$ cat config.mk
export PLATFORM = sky130hd
export DESIGN_NAME = insn_prefetch_queue
export DESIGN_NICKNAME = d
export VERILOG_FILES = /design/src/rtl/pfq_pkg.sv /design/src/rtl/pfq_mc_timer.sv /design/src/rtl/pfq_byte_store.sv /design/src/rtl/pfq_fetch_engine.sv /design/src/rtl/insn_prefetch_queue.sv
export SDC_FILE = /design/constraint.sdc
export NUM_CORES = 1
export LEC_CHECK = 0
export BUFFER_PORTS_ARGS = -buffer_cell sky130_fd_sc_hd__buf_2
export CAP_MARGIN = 30
export CORE_MARGIN = 5
export CORE_UTILIZATION = 40
export DETAILED_ROUTE_END_ITERATION = 6
export PLACE_DENSITY_LB_ADDON = 0.15
export REMOVE_ABC_BUFFERS = 1
export SLEW_MARGIN = 20
export SYNTH_ARGS = -nofsm -noshare
export SYNTH_HDL_FRONTEND = slang
export SYNTH_SLANG_ARGS = --single-unit
export TNS_END_PERCENT = 5
$ cat constraint.sdc
create_clock -name clk -period 4 [get_ports clk]
set_input_delay 0.8 -clock clk [delete_from_list [all_inputs] [get_ports clk]]
set_output_delay 0.8 -clock clk [all_outputs]
set_load 0.01 [all_outputs]
$ cat src/rtl/pfq_pkg.sv
package pfq_pkg;
    localparam int unsigned PFQ_AW     = 16;
    localparam int unsigned PFQ_DW     = 8;
    localparam int unsigned PFQ_DEPTH  = 4;
    localparam int unsigned PFQ_WS_W   = 4;
    localparam int unsigned PFQ_WS_MAX = 8;
    localparam int unsigned PFQ_MC_LEN = 4;
endpackage

$ cat src/rtl/pfq_mc_timer.sv
module pfq_mc_timer #(
    parameter int unsigned MC_LEN = pfq_pkg::PFQ_MC_LEN
) (
    input  logic clk,
    input  logic rst_n,
    output logic mc_end
);
    localparam int unsigned PW = (MC_LEN > 2) ? $clog2(MC_LEN) : 1;

    typedef struct packed {
        logic [PW-1:0] phase;
    } tmr_state_t;

    tmr_state_t st_d, st_q;

    always_comb begin
        st_d = st_q;
        if (st_q.phase == PW'(MC_LEN - 1)) begin
            st_d.phase = '0;
        end else begin
            st_d.phase = st_q.phase + PW'(1);
        end
    end

    always_ff @(posedge clk) begin
        if (!rst_n) begin
            st_q <= '0;
        end else begin
            st_q <= st_d;
        end
    end

    assign mc_end = (st_q.phase == PW'(MC_LEN - 1));
endmodule

$ cat src/rtl/pfq_byte_store.sv
module pfq_byte_store #(
    parameter int unsigned DEPTH = pfq_pkg::PFQ_DEPTH,
    parameter int unsigned DW    = pfq_pkg::PFQ_DW,
    localparam int unsigned PW   = $clog2(DEPTH),
    localparam int unsigned CW   = $clog2(DEPTH + 1)
) (
    input  logic          clk,
    input  logic          rst_n,
    input  logic          clear,
    input  logic          push,
    input  logic [DW-1:0] push_data,
    input  logic          pop,
    input  logic          pop_two,
    output logic [DW-1:0] head0,
    output logic [DW-1:0] head1,
    output logic [CW-1:0] occ
);
    // DEPTH is a power of two so the pointers wrap naturally.
    typedef struct packed {
        logic [DEPTH-1:0][DW-1:0] slot;
        logic [PW-1:0]            rd;
        logic [PW-1:0]            wr;
        logic [CW-1:0]            cnt;
    } store_state_t;

    store_state_t st_d, st_q;
    logic [CW-1:0] pop_n;

    always_comb begin
        st_d  = st_q;
        pop_n = pop ? (pop_two ? CW'(2) : CW'(1)) : '0;
        if (clear) begin
            st_d.rd  = '0;
            st_d.wr  = '0;
            st_d.cnt = '0;
        end else begin
            if (push) begin
                st_d.slot[st_q.wr] = push_data;
                st_d.wr            = st_q.wr + PW'(1);
            end
            st_d.rd  = st_q.rd + PW'(pop_n);
            st_d.cnt = st_q.cnt + CW'(push) - pop_n;
        end
    end

    always_ff @(posedge clk) begin
        if (!rst_n) begin
            st_q <= '0;
        end else begin
            st_q <= st_d;
        end
    end

    assign head0 = st_q.slot[st_q.rd];
    assign head1 = st_q.slot[st_q.rd + PW'(1)];
    assign occ   = st_q.cnt;
endmodule

$ cat src/rtl/pfq_fetch_engine.sv
module pfq_fetch_engine #(
    parameter int unsigned AW     = pfq_pkg::PFQ_AW,
    parameter int unsigned DW     = pfq_pkg::PFQ_DW,
    parameter int unsigned DEPTH  = pfq_pkg::PFQ_DEPTH,
    parameter int unsigned WS_W   = pfq_pkg::PFQ_WS_W,
    parameter int unsigned WS_MAX = pfq_pkg::PFQ_WS_MAX,
    localparam int unsigned CW    = $clog2(DEPTH + 1),
    localparam int unsigned SW    = (WS_MAX > 2) ? $clog2(WS_MAX) : 1
) (
    input  logic            clk,
    input  logic            rst_n,
    input  logic            flush,
    input  logic [AW-1:0]   flush_addr,
    input  logic [WS_W-1:0] ws_cfg,
    input  logic [CW-1:0]   occ,
    input  logic [DW-1:0]   mem_rdata,
    output logic            mem_req,
    output logic [AW-1:0]   mem_addr,
    output logic            push,
    output logic [DW-1:0]   push_data,
    output logic [CW-1:0]   infl
);
    // pend[k] high: a read issued k+1 clocks ago is still owed by memory.
    typedef struct packed {
        logic [AW-1:0]     addr;
        logic [WS_MAX-1:0] pend;
        logic [CW-1:0]     infl;
    } fetch_state_t;

    fetch_state_t st_d, st_q;
    logic [SW-1:0] ret_idx;
    logic          room;
    logic          issue;
    logic          ret;

    // Wait-state count clamped into 1..WS_MAX, then used as a tap index.
    always_comb begin
        if (ws_cfg == '0) begin
            ret_idx = '0;
        end else if (int'(ws_cfg) >= int'(WS_MAX)) begin
            ret_idx = SW'(WS_MAX - 1);
        end else begin
            ret_idx = SW'(ws_cfg - WS_W'(1));
        end
    end

    assign ret   = st_q.pend[ret_idx];
    assign room  = ({1'b0, occ} + {1'b0, st_q.infl}) < (CW + 1)'(DEPTH);
    assign issue = !flush && room;

    always_comb begin
        st_d      = st_q;
        st_d.pend = {st_q.pend[WS_MAX-2:0], issue};
        st_d.infl = st_q.infl + CW'(issue) - CW'(ret);
        if (issue) begin
            st_d.addr = st_q.addr + AW'(1);
        end
        if (flush) begin
            st_d.pend = '0;
            st_d.infl = '0;
            st_d.addr = flush_addr;
        end
    end

    always_ff @(posedge clk) begin
        if (!rst_n) begin
            st_q <= '0;
        end else begin
            st_q <= st_d;
        end
    end

    assign mem_req   = issue;
    assign mem_addr  = st_q.addr;
    assign push      = ret;
    assign push_data = mem_rdata;
    assign infl      = st_q.infl;
endmodule

$ cat src/rtl/insn_prefetch_queue.sv
module insn_prefetch_queue #(
    parameter int unsigned AW     = pfq_pkg::PFQ_AW,
    parameter int unsigned DW     = pfq_pkg::PFQ_DW,
    parameter int unsigned DEPTH  = pfq_pkg::PFQ_DEPTH,
    parameter int unsigned WS_W   = pfq_pkg::PFQ_WS_W,
    parameter int unsigned WS_MAX = pfq_pkg::PFQ_WS_MAX,
    parameter int unsigned MC_LEN = pfq_pkg::PFQ_MC_LEN
) (
    input  logic            clk,
    input  logic            rst_n,
    input  logic [WS_W-1:0] fetch_ws,
    input  logic [WS_W-1:0] data_ws,
    input  logic            data_ws_ovr,
    output logic [WS_W-1:0] data_ws_eff,
    input  logic            flush,
    input  logic [AW-1:0]   flush_addr,
    output logic            mem_req,
    output logic [AW-1:0]   mem_addr,
    input  logic [DW-1:0]   mem_rdata,
    input  logic            take_req,
    input  logic            take_two,
    output logic            mc_end,
    output logic            stall,
    output logic [DW-1:0]   insn_b0,
    output logic [DW-1:0]   insn_b1
);
    localparam int unsigned CW = $clog2(DEPTH + 1);

    logic [CW-1:0] occ_count;
    logic [CW-1:0] infl_count;
    logic [CW-1:0] need;
    logic          push;
    logic [DW-1:0] push_data;
    logic          accept;

    pfq_mc_timer #(.MC_LEN(MC_LEN)) u_timer (
        .clk    (clk),
        .rst_n  (rst_n),
        .mc_end (mc_end)
    );

    pfq_fetch_engine #(
        .AW(AW), .DW(DW), .DEPTH(DEPTH), .WS_W(WS_W), .WS_MAX(WS_MAX)
    ) u_fetch (
        .clk        (clk),
        .rst_n      (rst_n),
        .flush      (flush),
        .flush_addr (flush_addr),
        .ws_cfg     (fetch_ws),
        .occ        (occ_count),
        .mem_rdata  (mem_rdata),
        .mem_req    (mem_req),
        .mem_addr   (mem_addr),
        .push       (push),
        .push_data  (push_data),
        .infl       (infl_count)
    );

    pfq_byte_store #(.DEPTH(DEPTH), .DW(DW)) u_store (
        .clk       (clk),
        .rst_n     (rst_n),
        .clear     (flush),
        .push      (push),
        .push_data (push_data),
        .pop       (accept),
        .pop_two   (take_two),
        .head0     (insn_b0),
        .head1     (insn_b1),
        .occ       (occ_count)
    );

    assign need        = take_two ? CW'(2) : CW'(1);
    assign stall       = (occ_count < need);
    assign accept      = take_req && mc_end && !stall && !flush;
    // Data accesses may use their own count; fetch timing never looks here.
    assign data_ws_eff = data_ws_ovr ? data_ws : fetch_ws;
endmodule

==> metrics.txt <==
fmax 281 MHz; core area 9150 um^2; Inst Count DP 553; initial core utilization 40.5%; maximum clock skew at final layout 0.0118 ns; max-capacitance violation count 0; Yosys reg bits 68; Synth Area in XOR/XNOR 5.20%; Setup Buffers After CTS 0; largest driver fanout on the critical path 8; cell type contributing the most total cell area after synthesis sky130_fd_sc_hd__dfxtp_1; syn avg cell area 9.48 um^2; GRT Overall Usage 15.2%; Final GP Congestion 0.754; cts repair resizes 0; maximum clock path buffer count 2; Root Buffer sky130_fd_sc_hd__clkbuf_8; pre-CTS WS 0.122 ns; first-pass GRT wire length 13800 um; path type of the worst min-delay path reg -> reg; multiplexer share of the synthesized area 20.3%; chip height 106 um; fraction of final layout cells with drive strength greater than 1 26.6%; Std-Cell Rows 35; total wire length 8200 um; number of hold buffers added after CTS 0; Die X-Extent 106 um; synth-to-layout area growth 16.8%; final count of pins violating max slew 0; kind of critical path in -> reg; Slew HR 46.4%; total iterations of the first detailed-routing run 4; area of placed instances 4110 um^2; register area share after synthesis 36.7%; netlist area before placement 3710 um^2; top cells by area in the synthesized netlist sky130_fd_sc_hd__dfxtp_1 37%, sky130_fd_sc_hd__mux2i_1 10%, sky130_fd_sc_hd__mux4_2 9.7%; maximum level of the CTS H-tree 3; element type at the critical path start input port; total congestion overflow after global routing 0; number of placed I/O pins 77; clock transition at the registers of the reported paths 0.07 ns; number of vias in the routed layout 2918; actual transition at the worst max-transition pin 0.803 ns; worst setup margin 0.447 ns; clock tree from TritonCTS yes; synthesized-area fraction occupied by adder cells 5.13%; vias in the first global route 2916; number of antenna cells inserted 0; filler cell count in the final layout 895; combinational family with the most area after synthesis multiplexers; number of enable-type register cells in the synthesized netlist 0; Hold Violations, Final 0; insertion delay of the later-clocked pin in the worst-skew pair 0.34 ns; setup TNS 0 ns; run status completed; Yosys top cell area share 36.7%; vias per std cell 5.13; clock sink count 68; final non-filler cell area 4330 um^2; count of cell types in the netlist 42; floorplan die area 11300 um^2; Static Leakage 2.00 nW; Post-Synthesis Cells 391; number of nets still failing antenna checks after routing 0; FFs w/ async S/R, synth 0%; portion of the clock cycle consumed by the worst path in the final layout 88.8%; Period minus WS final 3.55 ns; Top FF cell, synth sky130_fd_sc_hd__dfxtp_1; critical path endpoint category flop; arrival time at the worst endpoint 3.77 ns; post-DP HPWL 5940 um; Synth warnings 0; RSZ-0062 raised after global routing no; Peak VDD IR 0.000156 V; compound-gate portion of the synthesized area 9.04%; antenna violations before repair 0; DRC violation count after routing 0; total clock buffers created by CTS 9; flop2flop setup slack 1.07 ns; Power Dens Cells 356 nW/um^2; Setup Viol. Count Final 0; port buffer count 76; count of placed standard cells in the final layout, fillers left out 569; maximum number of pins on one net before global-route repair 44; iteration-0 DRC count of the detailed router 70; drt wl/cell 14.4 um; fraction of the mapped netlist area in simple logic gates 16.9%; # nets final 505; data required time at the worst endpoint 4.22 ns
cell usage in the layout, fill, tap and decap left out, types with 2 or more instances in the layout:
| cell | netlist | final |
|---|---|---|
| sky130_fd_sc_hd__mux2i_1 | 37 | 37 |
| sky130_fd_sc_hd__mux2_2 | 2 | 2 |
| sky130_fd_sc_hd__nand3_1 | 7 | 7 |
| sky130_fd_sc_hd__mux4_2 | 16 | 16 |
| sky130_fd_sc_hd__o21a_1 | 2 | 2 |
| sky130_fd_sc_hd__clkbuf_8 | 0 | 10 |
| sky130_fd_sc_hd__clkinvlp_4 | 0 | 2 |
| sky130_fd_sc_hd__fa_1 | 2 | 2 |
| sky130_fd_sc_hd__nand4_1 | 4 | 4 |
| sky130_fd_sc_hd__bufinv_16 | 0 | 2 |
| sky130_fd_sc_hd__nor4bb_1 | 2 | 2 |
| sky130_fd_sc_hd__nor3_1 | 7 | 7 |
| sky130_fd_sc_hd__dfxtp_1 | 68 | 68 |
| sky130_fd_sc_hd__xor2_1 | 10 | 10 |
| sky130_fd_sc_hd__nand2_1 | 64 | 64 |
| sky130_fd_sc_hd__buf_2 | 6 | 76 |
| sky130_fd_sc_hd__buf_4 | 16 | 11 |
| sky130_fd_sc_hd__and4_1 | 2 | 2 |
| sky130_fd_sc_hd__nor2_1 | 15 | 15 |
| sky130_fd_sc_hd__ha_1 | 12 | 12 |
| sky130_fd_sc_hd__nand2b_1 | 4 | 4 |
| sky130_fd_sc_hd__a22oi_1 | 4 | 4 |
| sky130_fd_sc_hd__nor4_1 | 3 | 3 |
| sky130_fd_sc_hd__o211a_1 | 3 | 3 |
| sky130_fd_sc_hd__and2_1 | 13 | 13 |
| sky130_fd_sc_hd__nor2b_1 | 3 | 3 |
| sky130_fd_sc_hd__nor4b_1 | 2 | 2 |
| sky130_fd_sc_hd__o21ai_0 | 20 | 20 |
| sky130_fd_sc_hd__inv_1 | 11 | 11 |
| sky130_fd_sc_hd__xnor2_1 | 12 | 12 |
| sky130_fd_sc_hd__a21oi_1 | 18 | 18 |
kinds of logic (layout without fill, tap and decap cells):
logic type,Yosys count,in the layout
DFF,68,68
muxes,55,55
AOI/OAI and AO/OA,53,53
buffers and inverters,48,115
and+or+nand+nor,131,131
xor gates and xnor gates,22,22
adders and majority gates,14,14
area by class of cell:
cell class,instances,area [um^2],share of cell area [%]
inverter,12,45.0,1.04
timing repair buffer,87,463,10.7
tap,111,139,3.21
multi-input combinational,275,2100,48.5
clock buffer,11,141,3.26
clock inverter,5,83.8,1.93
sequential,68,1360,31.4
flip-flops by register name (all words and copies together) (netlist names):
register and flops:
u_store.st_q 36, u_fetch.mem_addr 16, u_fetch.st_q 8, u_fetch.infl 3, u_store.occ 3, u_timer.st_q 2
power by group:
group	switching [mW]	internal [mW]
logic	0.0983	0.0819
clock network	0.275	0.371
registers	0.0198	0.699
worst paths after layout:
check                                  start                    endpoint  cells after the start
setup / recovery                 fetch_ws[0]  u_fetch.infl[2]$_SDFF_PP0_                     14
hold / removal    u_timer.st_q[0]$_SDFF_PP0_  u_timer.st_q[0]$_SDFF_PP0_                      1
setup reg to reg   u_store.occ[2]$_SDFF_PP0_  u_fetch.infl[2]$_SDFF_PP0_                     11
hold reg to reg   u_timer.st_q[0]$_SDFF_PP0_  u_timer.st_q[0]$_SDFF_PP0_                      1
per-stage QoR:
stage               total power [mW]  hold slack, ns  utilization [%]
finish                          1.54           0.434             47.3
global route                    1.62           0.465             47.3
CTS                             1.57           0.443             47.3
detailed placement             0.917           0.433             44.9
global placement               0.912           0.412             44.9
floorplan                      0.834           0.405                -
worst max-delay path, cell delays in order:
cell	delay, ns
sky130_fd_sc_hd__buf_2	0.14
sky130_fd_sc_hd__inv_1	0.09
sky130_fd_sc_hd__ha_1	0.40
sky130_fd_sc_hd__nor4bb_1	0.16
sky130_fd_sc_hd__or4_1	0.52
sky130_fd_sc_hd__a2111oi_4	0.35
sky130_fd_sc_hd__a22oi_2	0.16
sky130_fd_sc_hd__xnor2_1	0.18
sky130_fd_sc_hd__ha_1	0.17
sky130_fd_sc_hd__inv_1	0.05
sky130_fd_sc_hd__fa_1	0.37
sky130_fd_sc_hd__xor2_1	0.18
sky130_fd_sc_hd__xnor2_1	0.13
sky130_fd_sc_hd__nor2_1	0.06
synth_stat cells, types with 2 or more instances:
master,instances
sky130_fd_sc_hd__mux4_2,16
sky130_fd_sc_hd__nand4_1,4
sky130_fd_sc_hd__o21ai_0,20
sky130_fd_sc_hd__nand3_1,7
sky130_fd_sc_hd__o21a_1,2
sky130_fd_sc_hd__xnor2_1,12
sky130_fd_sc_hd__buf_4,16
sky130_fd_sc_hd__xor2_1,10
sky130_fd_sc_hd__nor4b_1,2
sky130_fd_sc_hd__dfxtp_1,68
sky130_fd_sc_hd__nor2b_1,3
sky130_fd_sc_hd__nand2_1,64
sky130_fd_sc_hd__and4_1,2
sky130_fd_sc_hd__clkbuf_1,13
sky130_fd_sc_hd__mux2i_1,37
sky130_fd_sc_hd__and2_1,13
sky130_fd_sc_hd__nor2_1,15
sky130_fd_sc_hd__inv_1,11
sky130_fd_sc_hd__ha_1,12
sky130_fd_sc_hd__nor4_1,3
sky130_fd_sc_hd__buf_2,6
sky130_fd_sc_hd__a22oi_1,4
sky130_fd_sc_hd__nor4bb_1,2
sky130_fd_sc_hd__nor3_1,7
sky130_fd_sc_hd__nand2b_1,4
sky130_fd_sc_hd__fa_1,2
sky130_fd_sc_hd__mux2_2,2
sky130_fd_sc_hd__a21oi_1,18
sky130_fd_sc_hd__o211a_1,3
metal layers:
layer  GRT usage, %  wire (um)
met3           4.25        481
met2           24.3       3720
met4           5.27        122
met5              0          0
met1           19.7       3880
Power figures use the tool's default switching activity.
